File: config.mk
export PLATFORM = sky130hd
export DESIGN_NAME = opnd_addr_gen
export DESIGN_NICKNAME = d
export VERILOG_FILES = /design/src/rtl/eagen_pkg.sv /design/src/rtl/eagen_ctrl.sv /design/src/rtl/eagen_dp.sv /design/src/rtl/opnd_addr_gen.sv
export SDC_FILE = /design/constraint.sdc
export NUM_CORES = 1
export LEC_CHECK = 0
export BUFFER_PORTS_ARGS = -buffer_cell sky130_fd_sc_hd__buf_2
export CORE_MARGIN = 5
export CORE_UTILIZATION = 52
export CTS_BUF_LIST = sky130_fd_sc_hd__clkbuf_16
export DETAILED_ROUTE_END_ITERATION = 16
export PLACE_DENSITY = 0.74
export SLEW_MARGIN = 25
export SYNTH_ARGS = -nofsm -noshare
export SYNTH_HDL_FRONTEND = slang
export SYNTH_HIERARCHICAL = 1
export SYNTH_SLANG_ARGS = --single-unit
File: constraint.sdc
create_clock -name clk -period 3.4 [get_ports clk]
set_clock_uncertainty 0.05 [all_clocks]
set_input_delay 0.34 -clock clk [delete_from_list [all_inputs] [get_ports clk]]
set_output_delay 0.34 -clock clk [all_outputs]
set_load 0.01 [all_outputs]
File: src/rtl/eagen_pkg.sv
package eagen_pkg;

  typedef enum logic [3:0] {
    AM_IMM  = 4'd0,
    AM_ZP   = 4'd1,
    AM_ZPX  = 4'd2,
    AM_ZPY  = 4'd3,
    AM_ABS  = 4'd4,
    AM_ABSX = 4'd5,
    AM_ABSY = 4'd6,
    AM_INDX = 4'd7,
    AM_INDY = 4'd8
  } amode_e;

  typedef enum logic [2:0] {
    ST_IDLE,
    ST_OP,
    ST_B1,
    ST_B2,
    ST_B3
  } state_e;

  // read address source
  typedef enum logic [1:0] {
    AS_PC,
    AS_PC1,
    AS_PTR,
    AS_PTR1
  } asel_e;

  // result source
  typedef enum logic [1:0] {
    RS_PC,
    RS_ZP,
    RS_WIDE,
    RS_ZERO
  } rsel_e;

  typedef struct packed {
    logic  load;
    logic  rd;
    asel_e asel;
    logic  capLo;
    logic  capPtr;
    logic  idxEn;
    logic  idxY;
    logic  fin;
    rsel_e rsel;
    logic  err;
  } strobe_t;

endpackage

File: src/rtl/eagen_ctrl.sv
module eagen_ctrl
  import eagen_pkg::*;
#(
  parameter int MODE_W = 4
) (
  input  logic              clk,
  input  logic              rstN,
  input  logic              start,
  input  logic [MODE_W-1:0] mode,
  output strobe_t           stb,
  output logic              busy
);

  state_e            state, stateNext;
  logic [MODE_W-1:0] modeQ;

  function automatic logic usesY(input logic [MODE_W-1:0] m);
    return (m == AM_ZPY) || (m == AM_ABSY) || (m == AM_INDY);
  endfunction

  function automatic logic isZpForm(input logic [MODE_W-1:0] m);
    return (m == AM_ZP) || (m == AM_ZPX) || (m == AM_ZPY);
  endfunction

  function automatic logic isAbsForm(input logic [MODE_W-1:0] m);
    return (m == AM_ABS) || (m == AM_ABSX) || (m == AM_ABSY);
  endfunction

  function automatic logic needsMem(input logic [MODE_W-1:0] m);
    return isZpForm(m) || isAbsForm(m) || (m == AM_INDX) || (m == AM_INDY);
  endfunction

  always_comb begin
    stb       = '0;
    stb.asel  = AS_PC;
    stb.rsel  = RS_PC;
    stateNext = state;
    case (state)
      ST_IDLE: begin
        if (start) begin
          if (mode == AM_IMM) begin
            stb.fin  = 1'b1;
            stb.rsel = RS_PC;
          end else if (needsMem(mode)) begin
            stb.load  = 1'b1;
            stateNext = ST_OP;
          end else begin
            stb.fin  = 1'b1;
            stb.rsel = RS_ZERO;
            stb.err  = 1'b1;
          end
        end
      end
      ST_OP: begin
        stb.rd    = 1'b1;
        stb.asel  = AS_PC;
        stateNext = ST_B1;
      end
      ST_B1: begin
        stb.idxY = usesY(modeQ);
        if (isZpForm(modeQ)) begin
          stb.fin   = 1'b1;
          stb.rsel  = RS_ZP;
          stb.idxEn = (modeQ != AM_ZP);
          stateNext = ST_IDLE;
        end else if (isAbsForm(modeQ)) begin
          stb.rd    = 1'b1;
          stb.asel  = AS_PC1;
          stb.capLo = 1'b1;
          stateNext = ST_B2;
        end else begin
          stb.rd     = 1'b1;
          stb.asel   = AS_PTR;
          stb.capPtr = 1'b1;
          stb.idxEn  = (modeQ == AM_INDX);
          stateNext  = ST_B2;
        end
      end
      ST_B2: begin
        stb.idxY = usesY(modeQ);
        if (isAbsForm(modeQ)) begin
          stb.fin   = 1'b1;
          stb.rsel  = RS_WIDE;
          stb.idxEn = (modeQ != AM_ABS);
          stateNext = ST_IDLE;
        end else begin
          stb.rd    = 1'b1;
          stb.asel  = AS_PTR1;
          stb.capLo = 1'b1;
          stateNext = ST_B3;
        end
      end
      ST_B3: begin
        stb.fin   = 1'b1;
        stb.rsel  = RS_WIDE;
        stb.idxY  = 1'b1;
        stb.idxEn = (modeQ == AM_INDY);
        stateNext = ST_IDLE;
      end
      default: stateNext = ST_IDLE;
    endcase
  end

  always_ff @(posedge clk) begin
    if (!rstN) begin
      state <= ST_IDLE;
      modeQ <= '0;
    end else begin
      state <= stateNext;
      if (stb.load) modeQ <= mode;
    end
  end

  assign busy = (state != ST_IDLE);

endmodule

File: src/rtl/eagen_dp.sv
module eagen_dp
  import eagen_pkg::*;
#(
  parameter int DATA_W = 8,
  localparam int ADDR_W = 2 * DATA_W
) (
  input  logic              clk,
  input  logic              rstN,
  input  strobe_t           stb,
  input  logic [ADDR_W-1:0] pc,
  input  logic [DATA_W-1:0] xIdx,
  input  logic [DATA_W-1:0] yIdx,
  input  logic [DATA_W-1:0] memData,
  output logic [ADDR_W-1:0] memAddr,
  output logic              memRd,
  output logic [ADDR_W-1:0] eaAddr,
  output logic              done,
  output logic              err
);

  logic [ADDR_W-1:0] pcQ, addrQ, result, wideSum;
  logic [DATA_W-1:0] xQ, yQ, loQ, ptrQ, idx, zpSum;
  logic              doneQ, errQ;

  assign idx     = stb.idxEn ? (stb.idxY ? yQ : xQ) : '0;
  assign zpSum   = memData + idx;
  assign wideSum = {memData, loQ} + {{DATA_W{1'b0}}, idx};

  always_comb begin
    case (stb.asel)
      AS_PC:   memAddr = pcQ;
      AS_PC1:  memAddr = pcQ + ADDR_W'(1);
      AS_PTR:  memAddr = {{DATA_W{1'b0}}, zpSum};
      AS_PTR1: memAddr = {{DATA_W{1'b0}}, ptrQ + DATA_W'(1)};
      default: memAddr = pcQ;
    endcase
  end

  assign memRd = stb.rd;

  always_comb begin
    case (stb.rsel)
      RS_PC:   result = pc;
      RS_ZP:   result = {{DATA_W{1'b0}}, zpSum};
      RS_WIDE: result = wideSum;
      default: result = '0;
    endcase
  end

  always_ff @(posedge clk) begin
    if (!rstN) begin
      pcQ   <= '0;
      xQ    <= '0;
      yQ    <= '0;
      loQ   <= '0;
      ptrQ  <= '0;
      addrQ <= '0;
      doneQ <= 1'b0;
      errQ  <= 1'b0;
    end else begin
      if (stb.load) begin
        pcQ <= pc;
        xQ  <= xIdx;
        yQ  <= yIdx;
      end
      if (stb.capLo)  loQ  <= memData;
      if (stb.capPtr) ptrQ <= zpSum;
      if (stb.fin)    addrQ <= result;
      doneQ <= stb.fin;
      errQ  <= stb.err;
    end
  end

  assign eaAddr = addrQ;
  assign done   = doneQ;
  assign err    = errQ;

endmodule

File: src/rtl/opnd_addr_gen.sv
module opnd_addr_gen
  import eagen_pkg::*;
#(
  parameter int DATA_W = 8,
  parameter int MODE_W = 4,
  localparam int ADDR_W = 2 * DATA_W
) (
  input  logic              clk,
  input  logic              rstN,
  input  logic              start,
  input  logic [MODE_W-1:0] mode,
  input  logic [ADDR_W-1:0] pc,
  input  logic [DATA_W-1:0] xIdx,
  input  logic [DATA_W-1:0] yIdx,
  output logic [ADDR_W-1:0] memAddr,
  output logic              memRd,
  input  logic [DATA_W-1:0] memData,
  output logic [ADDR_W-1:0] eaAddr,
  output logic              done,
  output logic              err
);

  strobe_t ctrlStb;
  logic    ctrlBusy;

  eagen_ctrl #(.MODE_W(MODE_W)) u_ctrl (
    .clk  (clk),
    .rstN (rstN),
    .start(start),
    .mode (mode),
    .stb  (ctrlStb),
    .busy (ctrlBusy)
  );

  eagen_dp #(.DATA_W(DATA_W)) u_dp (
    .clk    (clk),
    .rstN   (rstN),
    .stb    (ctrlStb),
    .pc     (pc),
    .xIdx   (xIdx),
    .yIdx   (yIdx),
    .memData(memData),
    .memAddr(memAddr),
    .memRd  (memRd),
    .eaAddr (eaAddr),
    .done   (done),
    .err    (err)
  );

endmodule

* After elaboration in Yosys (flattened, before gate mapping) *
Cells that the tools add are included.

cells by class
  add/subtract/negate cells = 4
  multipliers = 0
  div/mod/pow operators = 0
  $lt $le $gt $ge = 0
  equality and inequality tests = 30
  shift-type cells = 0
  multiplexer cells = 32
  bitwise gates (word level) = 3
  reductions and logical operators = 19

operators with widths
  operator               count
  $pmux 16 s4            1
  $pmux 16 s3            1
  $eq 4x3->1 const B     8
  $pmux 3 s4             2
  $mux 3                 7
  $add 16x1->16 const B  1
  $add 16x8->16          1
  $eq 4x2->1 const B     4
  $mux 8                 2
  $logic_or 1x1->1       13
  $mux 4                 3
  $mux 1                 9
  $pmux 3 s3             1
  $add 8x1->8 const B    1
  $add 8x8->8            1
  $eq 4x1->1 const B     2
  $eq 4x4->1 const B     2
  $eq 2x2->1 const B     3
  $eq 3x2->1 const B     2
  $mux 2                 3
  $pmux 2 s3             1
  $mux 5                 1
  $eq 2x1->1 const B     2
  $logic_not 2->1        2
  other kinds (12)       15

storage, ports and cells
  register bits = 73
  latch bits = 0
  RAM bits = 0
  memory bits (read-only) = 0
  bits of input ports = 47
  output and inout port bits = 35
  logic and storage cells = 98
  memories = 0

* Logic depth before layout (Yosys ltp) *
  word-level depth = 12
  gate-level depth with buffers = 15
  mapped depth without buffers = 13

* Modules after synthesis *
Netlist, hierarchy kept.

by module, submodules not included
  module      instances  cells an instance  area an instance (sq um)  seq. area each (sq um)
  eagen_dp    1          523                4523.1                    1321.3
  eagen_ctrl  1          78                 591.8                     140.1

* Worst setup path before layout *
OpenSTA, ideal clock, no wires.

  path type = reg2out
  start = reg u_ctrl.state[1]
  end = out memAddr[7]
  arrival time = 3.232 ns
  required time = 3.010 ns
  setup slack = -0.222 ns
  cell stages (with the launch flop) = 16
  buffers on the path = 2
  cell sequence = dfxtp_1 > nand2b_1 > clkbuf_1 > or4_1 > o311ai_0 > buf_6 > mux2i_1 > nor2b_1 > ha_1 > and2_2 > a311o_2 > a21oi_2 > o31ai_2 > xnor2_1 > o211ai_1 > o21ai_0

RTL lines
  item                      RTL line             text
  start: declaration        eagen_ctrl.sv:14     state_e state, stateNext;
  start signal: assignment  eagen_ctrl.sv:109    state <= stateNext;
  end: declaration          opnd_addr_gen.sv:15  output logic [ADDR_W-1:0] memAddr,

==> flow_summary.ini <==
[run_status]
status = finished, violations left
violations = negative setup slack

[timing]
hold_viol_final = 0
period_needed_ns = 3.85
worst_slack_ns = -0.445
tns_ns = -1.92
fmax_mhz = 260
tightest_slew_ns = 0.796
setup_viol_count_final = 6
slew_violations = 0
finalCritPeriodShare_pct = 113
whs_ns = 0.199
maxSlewHeadroom_pct = 46.5
rsz0062_at_grt = true

[layout]
final_cells = 847
diodes = 0
multiInputGateArea_um2 = 3670
regArea_um2 = 1470
finalInstanceArea_um2 = 6530
layout_common_cells = buf_2, dfxtp_1, mux2i_1, nor2b_1, buf_4
area_growth_pct = 27.9
drive_gt1_share_pct = 33.1
num-fill-cells = 758
nets = 769
layout_commonest_cell = buf_2

[floorplan]
start_util_pct = 52.8
io_pins = 82
die-height_um = 109
rows = 36
die_w_um = 109
core_area_um2 = 9680
dieArea_um2 = 11900

[clock_tree]
cts.sinks = 73
cts_made_buffers = 9
postCtsHoldBufs = 0
htreeDepth = 3
clk_latency_ns = 0.34
clock-root-buffer = clkbuf_16
path_clk_slew_ns = 0.06
clockBufferDepth = 2
cts_tree = done

[worst_setup_path]
startpoint_type = flop
path_max_fanout = 3
cp_top_family = compound AO/OA/AOI/OAI gates
path_class = reg -> out
crit_cells = 14
cp-end-kind = output port
required_ns = 3.01
critical_path.slowest_cell = or4_4
rrSetupSlack_ns = 0.03
worst-r2r-cell-count = 17
cp.arrival_ns = 3.46
cpPeakStageDelay_ns = 0.49
path_cells = nand2b_4, or4_4, o311ai_4, mux2i_1, nor2b_1, ha_1, and2_4, a311o_2, a21oi_2, o31ai_2, xnor2_2, o211ai_1, o21ai_1, buf_2
path_buf_inv = 1

[logic_synthesis]
yosysWarnings = 6
syn_area_um2 = 5110
synthCells = 600
syn_avg_cell_area_um2 = 8.51
syn_nets = 660

[global_routing]
grt_overflow = 0
grt_max_degree = 43
grtUsageTotal_pct = 24.1
grt_pass1_vias = 4609
grt_pass1_wl_mm = 22.7
antenna_found_initial = 0

[pwr]
ir_drop_mv = 0.278
p_per_area_nw_per_um2 = 375
p_leak_nw = 2.58

[min_path]
worst_hold_path.num_cells = 3
min_path_type = in -> reg

[route]
ant_nets = 0
drc = 0
drt-total-wl_mm = 14.8
wire_per_inst_um = 17.5
dr_total_vias = 4971
dr.pass1.iters = 5
viasPerCell = 5.87
drt_iter0_markers = 430

[place]
dp_hpwl_mm = 10.3
dp.cells = 816
gp_congestion = 0.878
pre_cts_slack_ns = -0.201
placed_area_um2 = 5790
io_buffers = 81

[flow_run]
cap_violations = 0
-- power by group --
group	internal (W)	leakage (nW)	switching (W)
Sequential	0.000910	0.598	0.0000497
Combinational	0.000234	1.84	0.000288
Clock	0.000574	0.142	0.000394
-- layer usage --
layer / part of all wire [%] / wire length (µm) / up-vias / global-route usage [%]
met5: 0 / 0 / - / 0
met4: 2.5 / 375 / 0 / 9.83
met3: 6.7 / 988 / 35 / 4.50
met2: 49 / 7230 / 189 / 40.0
met1: 42 / 6190 / 2380 / 30.5
li1: - / - / 2367 / -
-- layout make-up --
| type | instances | share of cell area (%) |
|---|---|---|
| Timing Repair Buffer | 140 | 13.5 |
| Clock buffer | 9 | 3.45 |
| Tap cell | 133 | 2.55 |
| Inverter | 9 | 0.517 |
| Sequential cell | 73 | 22.6 |
| Multi-Input combinational cell | 476 | 56.2 |
| Clock inverter | 7 | 1.23 |
-- worst min-delay path: stages --
cell and delay [ns]:
buf_2 0.07, mux2i_1 0.05, nor2b_1 0.09
-- final timing paths --
check | endpoint | from
max | memAddr[7] | u_ctrl/state[2]
min reg2reg | u_ctrl/modeQ[1] | u_ctrl/modeQ[1]
min | u_dp/yQ[3] | yIdx[3]
max reg2reg | u_dp/eaAddr[3] | u_ctrl/state[2]
-- through the flow --
step | total power, W | util [%]
after floorplan | 0.00129 | -
after global placement | 0.00144 | 59.7
after detailed placement | 0.00145 | 59.7
after CTS | 0.00243 | 64.9
after global routing | 0.00255 | 67.5
final | 0.00245 | 67.5
-- registers in the layout (all words and copies together), names as in the netlist --
register,cells
u_dp/yQ,8
u_dp/loQ,8
u_dp/pcQ,16
u_dp/ptrQ,8
u_ctrl/modeQ,4
u_ctrl/state,3
u_dp/eaAddr,16
u_dp/err,1
u_dp/xQ,8
u_dp/done,1
-- timing repair --
item,CTS,global route
endpoints found under the hold margin,0,0
buffers inserted,10,12
setup endpoints to repair,18,25
pin swaps,13,38
resized for setup,27,41
Power figures use the tool's default switching activity.
